--- config.mk ---
export PLATFORM = sky130hd
export DESIGN_NAME = ppi_sys_glue
export DESIGN_NICKNAME = d
export VERILOG_FILES = /design/src/rtl/ppi_glue_pkg.sv /design/src/rtl/ppi_glue_kbd_mux.sv /design/src/rtl/ppi_glue_drive_ctl.sv /design/src/rtl/ppi_glue_nmi_fsm.sv /design/src/rtl/ppi_sys_glue.sv
export SDC_FILE = /design/constraint.sdc
export NUM_CORES = 1
export LEC_CHECK = 0
export BUFFER_PORTS_ARGS = -buffer_cell sky130_fd_sc_hd__clkbuf_2
export CAP_MARGIN = 20
export CORE_MARGIN = 2
export CORE_UTILIZATION = 35
export DETAILED_ROUTE_END_ITERATION = 7
export PLACE_DENSITY_LB_ADDON = 0.3
export REMOVE_ABC_BUFFERS = 1
export SLEW_MARGIN = 30
export SYNTH_ARGS = -nofsm -noshare
export SYNTH_HDL_FRONTEND = slang
export SYNTH_SLANG_ARGS = --single-unit
--- constraint.sdc ---
create_clock -name clk -period 1.46 [get_ports clk]
set_input_delay 0.073 -clock clk [delete_from_list [all_inputs] [get_ports clk]]
set_output_delay 0.073 -clock clk [all_outputs]
set_load 0.05 [all_outputs]
--- src/rtl/ppi_glue_pkg.sv ---
package ppi_glue_pkg;

    // drive picker state
    typedef enum logic [1:0] {
        DRV_NONE   = 2'd0,
        DRV_FIRST  = 2'd1,
        DRV_SECOND = 2'd2
    } drv_pick_t;

    // data-request interrupt sequencer state
    typedef enum logic [1:0] {
        NMI_IDLE = 2'd0,
        NMI_SKIP = 2'd1,
        NMI_HELD = 2'd2
    } nmi_state_t;

    // port A field positions (decoded by the interface chip's neighbours)
    localparam int PA_DSEL0_BIT  = 4;
    localparam int PA_DSEL1_BIT  = 5;
    localparam int PA_STROBE_BIT = 7;

    // port C status positions
    localparam int PC_BUSY_BIT = 4;
    localparam int PC_MFB_BIT  = 5;
    localparam int PC_CD_BIT   = 6;
    localparam int PC_WP_BIT   = 7;

endpackage

--- src/rtl/ppi_glue_kbd_mux.sv ---
module ppi_glue_kbd_mux #(
    parameter int ROWS      = 10,
    parameter int COLS      = 8,
    parameter int ROW_SEL_W = 4
) (
    input  logic                   clk,
    input  logic                   rst_n,
    input  logic                   row_we,
    input  logic [ROW_SEL_W-1:0]   row_wdata,
    input  logic [ROWS*COLS-1:0]   key_cols_n,
    output logic [COLS-1:0]        col_n
);
    logic [ROW_SEL_W-1:0] row_q;

    always_ff @(posedge clk) begin
        if (!rst_n)
            row_q <= '0;
        else if (row_we)
            row_q <= row_wdata;
    end

    // unselected or out-of-range row reads all ones (no key pressed)
    always_comb begin
        col_n = '1;
        for (int r = 0; r < ROWS; r++) begin
            if (row_q == ROW_SEL_W'(r))
                col_n = key_cols_n[r*COLS +: COLS];
        end
    end
endmodule

--- src/rtl/ppi_glue_drive_ctl.sv ---
module ppi_glue_drive_ctl
    import ppi_glue_pkg::*;
#(
    parameter int NDRV = 2
) (
    input  logic            clk,
    input  logic            rst_n,
    input  logic            sel_we,
    input  logic [1:0]      sel_bits,
    input  logic            timer_motor_n,
    input  logic [NDRV-1:0] wprot,
    output logic [NDRV-1:0] drv_sel,
    output logic [NDRV-1:0] motor_n,
    output logic            wp_sel
);
    drv_pick_t pick_q, pick_d;

    // state register
    always_ff @(posedge clk) begin
        if (!rst_n)
            pick_q <= DRV_NONE;
        else
            pick_q <= pick_d;
    end

    // next pick: the second drive's bit wins
    always_comb begin
        pick_d = pick_q;
        if (sel_we) begin
            if (sel_bits[1])
                pick_d = DRV_SECOND;
            else if (sel_bits[0])
                pick_d = DRV_FIRST;
            else
                pick_d = DRV_NONE;
        end
    end

    // outputs of the picked state
    always_comb begin
        drv_sel = '0;
        wp_sel  = 1'b0;
        unique case (pick_q)
            DRV_NONE: begin
                drv_sel = '0;
                wp_sel  = 1'b0;
            end
            DRV_FIRST: begin
                drv_sel[0] = 1'b1;
                wp_sel     = wprot[0];
            end
            DRV_SECOND: begin
                drv_sel[1] = 1'b1;
                wp_sel     = wprot[1];
            end
            default: begin
                drv_sel = '0;
                wp_sel  = 1'b0;
            end
        endcase
    end

    // per-drive motor latch, refreshed only while that drive is picked
    for (genvar d = 0; d < NDRV; d++) begin : g_motor
        always_ff @(posedge clk) begin
            if (!rst_n)
                motor_n[d] <= 1'b1;
            else if (drv_sel[d])
                motor_n[d] <= timer_motor_n;
        end
    end
endmodule

--- src/rtl/ppi_glue_nmi_fsm.sv ---
module ppi_glue_nmi_fsm
    import ppi_glue_pkg::*;
(
    input  logic clk,
    input  logic rst_n,
    input  logic drq,
    input  logic halt,
    output logic nmi
);
    nmi_state_t state_q, state_d;

    always_ff @(posedge clk) begin
        if (!rst_n)
            state_q <= NMI_IDLE;
        else
            state_q <= state_d;
    end

    always_comb begin
        state_d = state_q;
        unique case (state_q)
            NMI_IDLE: if (drq) state_d = halt ? NMI_HELD : NMI_SKIP;
            NMI_SKIP: if (!drq) state_d = NMI_IDLE;
            NMI_HELD: if (!drq) state_d = NMI_IDLE;
            default:  state_d = NMI_IDLE;
        endcase
    end

    always_comb begin
        unique case (state_q)
            NMI_HELD: nmi = 1'b1;
            default:  nmi = 1'b0;
        endcase
    end
endmodule

--- src/rtl/ppi_sys_glue.sv ---
module ppi_sys_glue
    import ppi_glue_pkg::*;
#(
    parameter int ROWS       = 10,
    parameter int PORT_W     = 8,
    parameter int ROW_SEL_W  = 4,
    parameter int BANK_W     = 3,
    parameter bit CD_PRESENT = 1'b1
) (
    input  logic                   clk,
    input  logic                   rst_n,
    input  logic [PORT_W-1:0]      pa_wdata,
    input  logic                   pa_we,
    input  logic [BANK_W-1:0]      pc_lo_wdata,
    input  logic                   pc_we,
    output logic [PORT_W-1:0]      pb_rdata,
    output logic [PORT_W-1:0]      pc_rdata,
    input  logic [ROWS*PORT_W-1:0] key_cols_n,
    output logic [1:0]             drv_sel,
    output logic [1:0]             drv_motor_n,
    input  logic [1:0]             drv_wprot,
    input  logic                   timer_motor_n,
    output logic                   prn_strobe,
    input  logic                   prn_busy,
    input  logic                   carrier_det,
    output logic [BANK_W-1:0]      mem_bank,
    input  logic                   fdc_drq,
    input  logic                   fdc_intrq,
    input  logic                   cpu_halt,
    output logic                   cpu_nmi,
    output logic                   cpu_irq
);
    localparam int LOW_ZERO_W = PC_BUSY_BIT;

    logic wp_sel;
    logic cd_bit;
    logic unused_pa6;

    assign unused_pa6 = pa_wdata[6];

    ppi_glue_kbd_mux #(
        .ROWS(ROWS), .COLS(PORT_W), .ROW_SEL_W(ROW_SEL_W)
    ) u_kbd (
        .clk(clk), .rst_n(rst_n),
        .row_we(pa_we), .row_wdata(pa_wdata[ROW_SEL_W-1:0]),
        .key_cols_n(key_cols_n), .col_n(pb_rdata)
    );

    ppi_glue_drive_ctl #(.NDRV(2)) u_drv (
        .clk(clk), .rst_n(rst_n),
        .sel_we(pa_we),
        .sel_bits({pa_wdata[PA_DSEL1_BIT], pa_wdata[PA_DSEL0_BIT]}),
        .timer_motor_n(timer_motor_n), .wprot(drv_wprot),
        .drv_sel(drv_sel), .motor_n(drv_motor_n), .wp_sel(wp_sel)
    );

    ppi_glue_nmi_fsm u_nmi (
        .clk(clk), .rst_n(rst_n),
        .drq(fdc_drq), .halt(cpu_halt), .nmi(cpu_nmi)
    );

    always_ff @(posedge clk) begin
        if (!rst_n) begin
            prn_strobe <= 1'b0;
            mem_bank   <= '0;
        end else begin
            if (pa_we) prn_strobe <= pa_wdata[PA_STROBE_BIT];
            if (pc_we) mem_bank   <= pc_lo_wdata;
        end
    end

    if (CD_PRESENT) begin : g_cd
        assign cd_bit = carrier_det;
    end else begin : g_no_cd
        logic unused_cd;
        assign unused_cd = carrier_det;
        assign cd_bit    = 1'b0;
    end

    always_comb begin
        pc_rdata                 = '0;
        pc_rdata[LOW_ZERO_W-1:0] = '0;
        pc_rdata[PC_BUSY_BIT]    = prn_busy;
        pc_rdata[PC_MFB_BIT]     = ~timer_motor_n;
        pc_rdata[PC_CD_BIT]      = cd_bit;
        pc_rdata[PC_WP_BIT]      = wp_sel;
    end

    assign cpu_irq = fdc_intrq;
endmodule

==> metrics <==
Max-Cap Viols 0; Area after DPL 0.00222 mm^2; CTS tree done; Final Hold Fails 0; Mapped Cells 183; H-Tree Depth 1; initial core utilization 35.8%; Clk network pwr share 19.5%; Leak Pwr 1.14 nW; # IOs 129; violated checks negative setup slack; Switching Share 38.4%; YS warnings 0; P&R area growth vs syn 52.8%; fin crit period 1.94 ns; Antenna diodes 0; initial drt markers 81; Synth Area per Inst 8.39 um^2; # hold bufs at CTS 0; top post-synthesis cells by area dfxtp_1 (18%), mux2i_1 (13%), mux2_2 (6.6%); Worst Clk Skew 0.000404 ns; min-delay src timer_motor_n; maximum VDD drop 561 uV; CTS Buf Count 3; wire per inst 13.0 um; crit path launch type flip-flop; Final nets 412; CTS clk-pin slew, worst paths 0.05 ns; total grt overflow 0; worst-skew pair later-pin latency 0.24 ns; Finished Layout Cells 355; Horiz. Die Dim 70.2 um; Hold Path Depth 3; # DRC 0; routed vias 1789; routability cong. 0.860; Reg2Reg Depth 5; Worst Path Required 1.39 ns; synth unique cells 41; Min-Delay Endpoint u_drv.motor_n[1]; die footprint 0.00493 mm^2; CTS root buf clkbuf_8; vias in the first global route 1660; CP max FO 8; DP HPWL 3.88 mm; Vias/cell 5.04; Crit Path Category reg -> out; Routed WL 4.61 mm; post-route cell area 0.00235 mm^2; endpoints failing setup 8; fillers 407; DRT antenna net count 0; R2R Setup Slk 0.10 ns; Critical Path AT 1.87 ns; CTS sink cnt 14; Yosys reg bits 14; Slew Viols, Final 0; synthesized cell area 0.00154 mm^2; Tcrit/Tclk final 133%; floorplan row count 24; share of the synthesized area in the top cell type 18.3%; Max clock buf depth 2; core area 0.00429 mm^2; Reg-to-Reg Start u_nmi.state_q[1]; Worst Setup End Kind output pin; Tot GR Track Use 18.0%; largest area contributor in the netlist dfxtp_1; Pre-antenna DRT Iters 4; NetSw 0.000610 W; layout cells sized above 1 53.8%; Placed Cells 352; initial antenna violation count 0; first-pass GRT wire length 7.36 mm; pwr dens 678 mW/mm^2; PnR worst setup slack -0.481 ns; largest net degree at the start of global routing 16; IO buf count 117; Combinational Power Share 53.6%; status finished, violations left; Internal 0.000980 W; # Post-CTS Setup Buffers 0; sequential share of power 26.8%; DP Worst Slack -0.340 ns; reg2reg end u_nmi.state_q[1]; Max Freq 515 MHz; Hold WC Path Type in -> reg; unrepaired setup endpoints after global routing yes; register area share after synthesis 18.3%; die height 70.2 um
==> stage by stage <==
stage | hold slack, ns | utilization [%] | setup TNS [ns] | power, W
final | 0.0792 | 54.6 | -3.51 | 0.00159
after global routing | 0.109 | 54.6 | -4.07 | 0.00168
after CTS | 0.0785 | 54.2 | -3.72 | 0.00158
after detailed placement | 0.146 | 51.7 | -2.34 | 0.00122
after global placement | 0.146 | 51.7 | -2.25 | 0.00122
after floorplan | 0.135 | - | -9.07 | 0.000918
==> power groups by stage <==
stage          Clock [W]  Sequential (W)  Combinational (W)
6_report        0.000310        0.000427           0.000853
5_1_grt         0.000337        0.000431           0.000916
2_1_floorplan          0        0.000484           0.000434
3_3_place_gp           0        0.000433           0.000782
3_5_place_dp           0        0.000434           0.000787
4_1_cts         0.000319        0.000426           0.000835
==> worst max-delay path, stage by stage (launching register included) <==
cell and delay [ns]:
dfxtp_4 0.37, or3b_1 0.37, a32o_1 0.26, a221o_1 0.32
o221ai_1 0.13, buf_12 0.18
==> cell families (layout without fill, tap and decap cells) <==
kind of cell             count (synthesis)  after routing  share of synthesized area [%]
AO/OA/AOI/OAI                           54             54                           24.5
flip-flops                              14             14                           18.3
buffers and inverters                   33            150                           11.6
AND/OR/NAND/NOR                         45             45                           17.9
multiplexers                            32             32                           24.3
other                                    1              4                          0.244
adder cells (fa/ha/maj)                  4              4                           3.26
==> synth_stat cells <==
master,n
o2bb2ai_1,2
mux2_2,9
ha_1,4
nand2_1,5
nor2b_1,16
o22ai_1,5
clkbuf_1,4
a22o_1,4
o31a_1,1
nor3_1,2
a21oi_1,10
buf_2,6
o221ai_1,2
clkbuf_2,1
or3b_2,1
nand2b_1,6
a32o_1,2
a221o_1,2
and3_4,1
buf_4,10
conb_1,1
nor2_1,5
nor3b_1,1
or3b_1,2
or3_1,1
o31ai_1,3
and2_1,1
mux2i_1,20
inv_1,11
mux4_2,2
o211ai_1,3
a22oi_1,2
o21a_1,1
nand3b_1,3
dfxtp_1,14
mux4_1,1
or4b_2,1
a222oi_1,4
buf_6,1
a211oi_1,1
o21ai_0,12
==> worst max path at each step <==
stage	startpoint	end	slack (ns)	cells past startpoint
after floorplan	u_kbd.row_q[0]	pb_rdata[3]	-1.35	3
after global placement	u_kbd.row_q[3]	pb_rdata[1]	-0.30	4
after detailed placement	u_kbd.row_q[0]	pb_rdata[6]	-0.34	6
after CTS	u_kbd.row_q[0]	pb_rdata[0]	-0.50	5
after global routing	u_kbd.row_q[0]	pb_rdata[0]	-0.52	5
final	u_kbd.row_q[0]	pb_rdata[0]	-0.48	5
==> layout by cell type, fill, tap and decap left out, drive strengths merged, types with 2 or more instances in the layout <==
cell       n
o221ai     2
mux2i     20
nand3b     3
inv       11
nor3       2
nor2b     16
a32o       2
nand2      5
a22oi      2
mux4       3
buf       26
a222oi     4
or3b       3
a22o       4
o31ai      3
a221o      2
nand2b     6
conb       4
o22ai      5
dfxtp     14
nor2       5
mux2       9
o2bb2ai    2
ha         4
o211ai     3
o21ai     12
clkbuf   113
a21oi     10
==> layout make-up <==
type	count	area, um^2	share of cell area [%]
Tap cell	52	65.1	2.77
Sequential cell	14	287	12.2
Inverter	11	41.3	1.76
Timing Repair Buffer	136	795	33.9
Multi-Input combinational cell	139	1120	47.6
Clock buffer	3	41.3	1.76
==> routing by layer <==
metal / routed length (um) / vias to the layer above / global-route usage (%)
met5: 0 / - / 0
met4: 32 / 0 / 4.70
met3: 401 / 4 / 3.75
met2: 2160 / 83 / 30.9
met1: 2010 / 794 / 22.9
li1: - / 908 / -
==> registers in the layout (all words and copies together) (netlist names) <==
signal         count
mem_bank           3
prn_strobe         1
u_drv.motor_n      2
u_drv.pick_q       2
u_kbd.row_q        4
u_nmi.state_q      2
==> repair_timing <==
item | 4_1_cts | 5_1_grt
setup endpoints to repair | 8 | 10
gates resized for setup | 18 | 13
pin swaps | 2 | 3
Power figures use the tool's default switching activity.
